===== config.mk =====
export PLATFORM = sky130hd
export DESIGN_NAME = tmr_xint_ctl
export DESIGN_NICKNAME = d
export VERILOG_FILES = /design/src/rtl/tmr_xint_pkg.sv /design/src/rtl/xint_sense.sv /design/src/rtl/flag_bit.sv /design/src/rtl/tmr_xint_ctl.sv
export SDC_FILE = /design/constraint.sdc
export NUM_CORES = 1
export LEC_CHECK = 0
export BUFFER_PORTS_ARGS = -buffer_cell sky130_fd_sc_hd__clkbuf_2
export CAP_MARGIN = 20
export CORE_UTILIZATION = 40
export CTS_BUF_LIST = sky130_fd_sc_hd__clkbuf_2 sky130_fd_sc_hd__clkbuf_4 sky130_fd_sc_hd__clkbuf_8
export DETAILED_ROUTE_END_ITERATION = 12
export PLACE_DENSITY = 0.77
export SYNTH_ARGS = -nofsm -noshare
export SYNTH_HDL_FRONTEND = slang
export SYNTH_HIERARCHICAL = 1
export SYNTH_SLANG_ARGS = --single-unit

===== constraint.sdc =====
create_clock -name clk -period 1.2 [get_ports clk]
set_input_delay 0.06 -clock clk [delete_from_list [all_inputs] [get_ports clk]]
set_output_delay 0.06 -clock clk [all_outputs]
set_load 0.005 [all_outputs]

===== src/rtl/tmr_xint_pkg.sv =====
package tmr_xint_pkg;

  localparam int NUM_TMR = 2;
  localparam int NUM_EXT = 2;
  localparam int REG_W   = 8;

  typedef enum logic {
    SENSE_LEVEL = 1'b0,
    SENSE_EDGE  = 1'b1
  } sense_e;

  // Bit positions within the register; the read layout depends on them.
  function automatic int tmr_flag_pos(input int idx);
    return 5 + 2 * idx;
  endfunction

  function automatic int tmr_run_pos(input int idx);
    return 4 + 2 * idx;
  endfunction

  function automatic int ext_flag_pos(input int idx);
    return 1 + 2 * idx;
  endfunction

  function automatic int ext_type_pos(input int idx);
    return 2 * idx;
  endfunction

endpackage


===== src/rtl/xint_sense.sv =====
// Synchronizes one external pin and derives its active level and active edge.
module xint_sense #(
  parameter int   SYNC_STAGES = 2,
  parameter logic PIN_IDLE    = 1'b1
) (
  input  logic clk,
  input  logic rst_n,
  input  logic pin,
  input  logic pol,
  output logic active,
  output logic edge_hit
);

  logic [SYNC_STAGES-1:0] sync_q;
  logic                   prev_q;
  logic                   pin_s;

  always_ff @(posedge clk or negedge rst_n) begin
    if (!rst_n) begin
      sync_q <= {SYNC_STAGES{PIN_IDLE}};
      prev_q <= PIN_IDLE;
    end else begin
      sync_q <= {sync_q[SYNC_STAGES-2:0], pin};
      prev_q <= sync_q[SYNC_STAGES-1];
    end
  end

  assign pin_s    = sync_q[SYNC_STAGES-1];
  assign active   = (pin_s == pol);
  assign edge_hit = active && (pin_s != prev_q);

endmodule


===== src/rtl/flag_bit.sv =====
// One request flag. Priority: hardware set, then software write, then clear.
module flag_bit (
  input  logic clk,
  input  logic rst_n,
  input  logic hw_set,
  input  logic sw_we,
  input  logic sw_val,
  input  logic ack_clr,
  input  logic force_clr,
  output logic q
);

  always_ff @(posedge clk or negedge rst_n) begin
    if (!rst_n) begin
      q <= 1'b0;
    end else if (hw_set) begin
      q <= 1'b1;
    end else if (sw_we) begin
      q <= sw_val;
    end else if (ack_clr || force_clr) begin
      q <= 1'b0;
    end
  end

endmodule


===== src/rtl/tmr_xint_ctl.sv =====
module tmr_xint_ctl
  import tmr_xint_pkg::*;
#(
  parameter int                ADDR_W      = 8,
  parameter logic [ADDR_W-1:0] BASE_ADDR   = 8'h88,
  parameter int                SYNC_STAGES = 2,
  parameter logic              PIN_IDLE    = 1'b1
) (
  input  logic              clk,
  input  logic              rst_n,
  input  logic [ADDR_W-1:0] reg_addr,
  input  logic              reg_wr_en,
  input  logic [7:0]        reg_wdata,
  output logic [7:0]        reg_rdata,
  input  logic              bit_wr_en,
  input  logic [ADDR_W-1:0] bit_addr,
  input  logic              bit_wval,
  input  logic [1:0]        tmr_ovf,
  input  logic [1:0]        tmr_ack,
  input  logic [1:0]        ext_pin,
  input  logic [1:0]        ext_pol,
  input  logic [1:0]        ext_ack,
  output logic [1:0]        tmr_run,
  output logic [1:0]        tmr_irq,
  output logic [1:0]        ext_irq,
  output logic [1:0]        ext_edge_mode
);

  localparam int SEL_W = $clog2(REG_W);

  logic             byte_hit;
  logic             bit_hit;
  logic [SEL_W-1:0] bit_sel;
  logic [REG_W-1:0] wr_mask;
  logic [REG_W-1:0] wr_val;
  logic [REG_W-1:0] reg_view;

  // Write decode shared by the byte and bit ports; a bit write overrides its bit.
  assign byte_hit = reg_wr_en && (reg_addr == BASE_ADDR);
  assign bit_hit  = bit_wr_en && (bit_addr[ADDR_W-1:SEL_W] == BASE_ADDR[ADDR_W-1:SEL_W]);
  assign bit_sel  = bit_addr[SEL_W-1:0];

  always_comb begin
    for (int b = 0; b < REG_W; b++) begin
      if (bit_hit && (bit_sel == SEL_W'(b))) begin
        wr_mask[b] = 1'b1;
        wr_val[b]  = bit_wval;
      end else begin
        wr_mask[b] = byte_hit;
        wr_val[b]  = reg_wdata[b];
      end
    end
  end

  // Timer slices
  for (genvar t = 0; t < NUM_TMR; t++) begin : g_tmr
    localparam int FP = tmr_flag_pos(t);
    localparam int RP = tmr_run_pos(t);
    logic run_q;

    always_ff @(posedge clk or negedge rst_n) begin
      if (!rst_n)          run_q <= 1'b0;
      else if (wr_mask[RP]) run_q <= wr_val[RP];
    end

    flag_bit u_flag (
      .clk      (clk),
      .rst_n    (rst_n),
      .hw_set   (tmr_ovf[t]),
      .sw_we    (wr_mask[FP]),
      .sw_val   (wr_val[FP]),
      .ack_clr  (tmr_ack[t]),
      .force_clr(1'b0),
      .q        (tmr_irq[t])
    );

    assign tmr_run[t]   = run_q;
    assign reg_view[FP] = tmr_irq[t];
    assign reg_view[RP] = run_q;
  end

  // External interrupt slices
  for (genvar e = 0; e < NUM_EXT; e++) begin : g_ext
    localparam int FP = ext_flag_pos(e);
    localparam int TP = ext_type_pos(e);
    sense_e mode_q;
    logic   is_edge;
    logic   lvl_active;
    logic   edge_hit;
    logic   edge_flag;

    always_ff @(posedge clk or negedge rst_n) begin
      if (!rst_n)           mode_q <= SENSE_LEVEL;
      else if (wr_mask[TP]) mode_q <= sense_e'(wr_val[TP]);
    end

    assign is_edge = (mode_q == SENSE_EDGE);

    xint_sense #(
      .SYNC_STAGES(SYNC_STAGES),
      .PIN_IDLE   (PIN_IDLE)
    ) u_sense (
      .clk     (clk),
      .rst_n   (rst_n),
      .pin     (ext_pin[e]),
      .pol     (ext_pol[e]),
      .active  (lvl_active),
      .edge_hit(edge_hit)
    );

    // In level mode the latch is held empty and the flag shows the live level.
    flag_bit u_flag (
      .clk      (clk),
      .rst_n    (rst_n),
      .hw_set   (edge_hit && is_edge),
      .sw_we    (wr_mask[FP]),
      .sw_val   (wr_val[FP]),
      .ack_clr  (ext_ack[e]),
      .force_clr(!is_edge),
      .q        (edge_flag)
    );

    assign ext_irq[e]       = is_edge ? edge_flag : lvl_active;
    assign ext_edge_mode[e] = is_edge;
    assign reg_view[FP]     = ext_irq[e];
    assign reg_view[TP]     = is_edge;
  end

  assign reg_rdata = (reg_addr == BASE_ADDR) ? reg_view : 8'h00;

endmodule


==> results.ini <==
[timing]
finalWorstSetupSlack_ns = -0.283
setup_viol = 8
finalMaxSlewViolations = 0
finalCritPeriodShare_pct = 124
fmax_mhz = 674
final_hold_viol_count = 0
whs_ns = 0.106
clock_skew_ns = 0.000830
rsz0062_at_grt = yes
post-route-min-period_ns = 1.48

[hold_path]
hp-class = in2reg
hold_depth = 4

[cts]
numCtsBuffers = 3
insertion_delay_ns = 0.27
htree_levels = 1
cts_buffer_depth = 2
cts_sinks = 14
cts_tree = yes
clockRootBuffer = clkbuf_4
path_clk_slew_ns = 0.09

[pwr]
powerDensity_nw_per_um2 = 746
fin_total_pwr_w = 0.00119
leakagePower_nw = 0.803
ir_drop_mv = 0.626

[route]
drt_iter0_drc = 4
vias = 967
highest_layer = met4
drt-met1-wl_mm = 1.03
drt-total-wl_mm = 2.52
met2_length_mm = 1.35
dr.pass1.iters = 5
wl_per_cell_um = 12.9
drcViolationCount = 0
routed-wl-met3_um = 100
ant_nets = 0
avgViaCountPerCell = 4.96

[global_route]
track_usage_pct = 21.5
grt_start_max_net_pins = 15
grt_pass1_wl_mm = 4.11
overflow = 0
antenna_found_initial = 0
grt_pass1_vias = 981

[worst_setup_path]
worstPathRequired_ns = 1.14
cp-end-kind = output port
slowest_stage = dfstp_2
worst_r2r_path_depth = 7
crit_chain = xnor2_1 > mux2_4 > and3_4 > clkbuf_2
cpPeakStageDelay_ns = 0.56
crit_arrival_ns = 1.42
crit_fanout = 2
start_kind = flip-flop
crit_type = reg2out

[finish]
antenna_cells = 0
layout-drive-gt1-share_pct = 73.1
syn_to_final_growth_pct = 70.7
layout.nets = 207
fin_util_pct = 72.1

[floorplan]
die_area_sq_um = 2530
ioPinCount = 55
fp.dieH_um = 50.3
die_w_um = 50.3
num_rows = 17
core-area_sq_um = 2210
start_util_pct = 42.3

[place]
gp_congestion = 0.786
numPortBuffers = 54
dp_hpwl_mm = 1.79
post-place-ws_ns = -0.368

[synthesis]
synth-adder-area-share_pct = 0
synth_ff_type = dfrtp_1
synth_top_cell_area_share_pct = 21.4
synth_area_leaders = dfrtp_1, dfstp_2, mux2_2, o41ai_2, and3_2
synth.distinct_cells = 25
synth_area_sq_um = 935
ys_seq_area_share_pct = 38.3
synth_seq_cells = 14
synth_top_family_by_area = simple AND/OR/NAND/NOR gates
synthMuxAreaShare_pct = 16.9
ys_warn_count = 6
synth_area_per_cell_sq_um = 10.7
yosys.area_share.simple_pct = 22.8
synth_commonest_cells = mux2_2, dfrtp_1, nor2_1
async_reset_ff_share_pct = 100
synth-compound-area-share_pct = 14.2
synth_edf_count = 0
synth.most_common_cell = mux2_2
syn_inst = 87
synth_area_leader_cell = dfrtp_1
synthXorXnorAreaFrac_pct = 1.87

[flow_run]
max_cap_viol_count = 0

[status]
violations = setup timing
run_status = finished, violations left

[where the power goes]
part           total (W)  switching (W)  internal (W)
registers       0.000536      0.0000264      0.000509
logic           0.000311       0.000123      0.000188
clock network   0.000342       0.000158      0.000184
[cell usage in the layout (no fill, tap or decap), types with 2 or more instances in the layout]
| cell type | netlist | routed |
|---|---|---|
| a21oi_2 | 0 | 4 |
| and2_4 | 0 | 2 |
| and3_2 | 6 | 4 |
| and3_4 | 0 | 2 |
| buf_4 | 4 | 12 |
| buf_6 | 0 | 5 |
| clkbuf_2 | 0 | 53 |
| clkbuf_4 | 0 | 3 |
| conb_1 | 1 | 2 |
| dfrtp_1 | 8 | 8 |
| dfstp_2 | 6 | 6 |
| dlygate4sd3_1 | 0 | 9 |
| inv_1 | 6 | 6 |
| mux2_2 | 10 | 5 |
| mux2_4 | 0 | 9 |
| nand2_1 | 4 | 4 |
| nand2b_1 | 4 | 2 |
| nand2b_4 | 0 | 2 |
| nor2_1 | 8 | 5 |
| nor2_4 | 0 | 2 |
| o21ai_0 | 3 | 3 |
| o22ai_2 | 2 | 2 |
| o41ai_2 | 4 | 4 |
| xnor2_1 | 2 | 2 |
[routing by layer]
layer | GRT usage, % | up-vias
met5 | 0 | -
met3 | 3.64 | 4
li1 | - | 469
met1 | 25.1 | 463
met2 | 38.4 | 31
met4 | 8.80 | 0
[per-stage QoR]
stage	TNS [ns]	instances	cell area (sq um)
detailed placement	-2.42	176	1340
global placement	-2.00	176	1340
global route	-1.99	195	1600
CTS	-1.30	192	1550
floorplan	-1.23	88	991
finish	-1.48	195	1600
[repair_timing]
action                                  in CTS  in global routing
hold buffers                                 9                  0
endpoints found under the setup margin       8                  9
resized for setup                           14                  6
buffers inserted                             3                  3
endpoints found under the hold margin       20                  0
cloned                                       0                  0
pin swaps                                    7                  6
[state kept, by name (all words and copies together) (netlist names)]
signal and flops:
g_ext.u_sense/sync_q 4, g_ext.is_edge 2, g_ext.u_flag/q 2, g_ext.u_sense/prev_q 2
g_tmr.run_q 2, g_tmr.u_flag/q 2
[worst max-delay path: cells and delay by family, from the launching register on]
family / cells / cell delay [ns]
multiplexers: 1 / 0.28
XOR/XNOR: 1 / 0.06
buffers and inverters: 1 / 0.10
flip-flops: 1 / 0.56
AND/OR/NAND/NOR: 1 / 0.15
[final timing paths]
kind,slack [ns],end,start
setup / recovery,-0.28,reg_rdata[1],g_ext[0].u_sense/sync_q[1]
hold / removal,0.11,g_tmr[1].u_flag/q,reg_wdata[7]
setup reg to reg,-0.18,g_ext[0].u_flag/q,g_ext[0].u_sense/sync_q[1]
hold reg to reg,0.36,g_ext[0].u_sense/sync_q[1],g_ext[0].u_sense/sync_q[0]
max in group asynchronous,0.67,g_ext[1].u_sense/sync_q[1],rst_n
min in group asynchronous,0.23,g_ext[0].is_edge,rst_n
[kinds of logic (layout without fill, tap and decap cells)]
| family | after synthesis | count (layout) |
|---|---|---|
| buffers and inverters | 10 | 89 |
| AND/OR/NAND/NOR | 32 | 32 |
| multiplexers | 14 | 14 |
| flip-flops | 14 | 14 |
| XOR/XNOR | 2 | 2 |
| AO/OA/AOI/OAI | 14 | 14 |
| other | 1 | 2 |
[area by class of cell]
cell class              instances  area [sq um]
clock buffers                   4          36.3
fillers                       156           617
inverters                       6          22.5
multi-input cells              64           642
flip-flops and latches         14           358
well taps                      28          35.0
repair buffers                 79           502
Power figures use the tool's default switching activity.
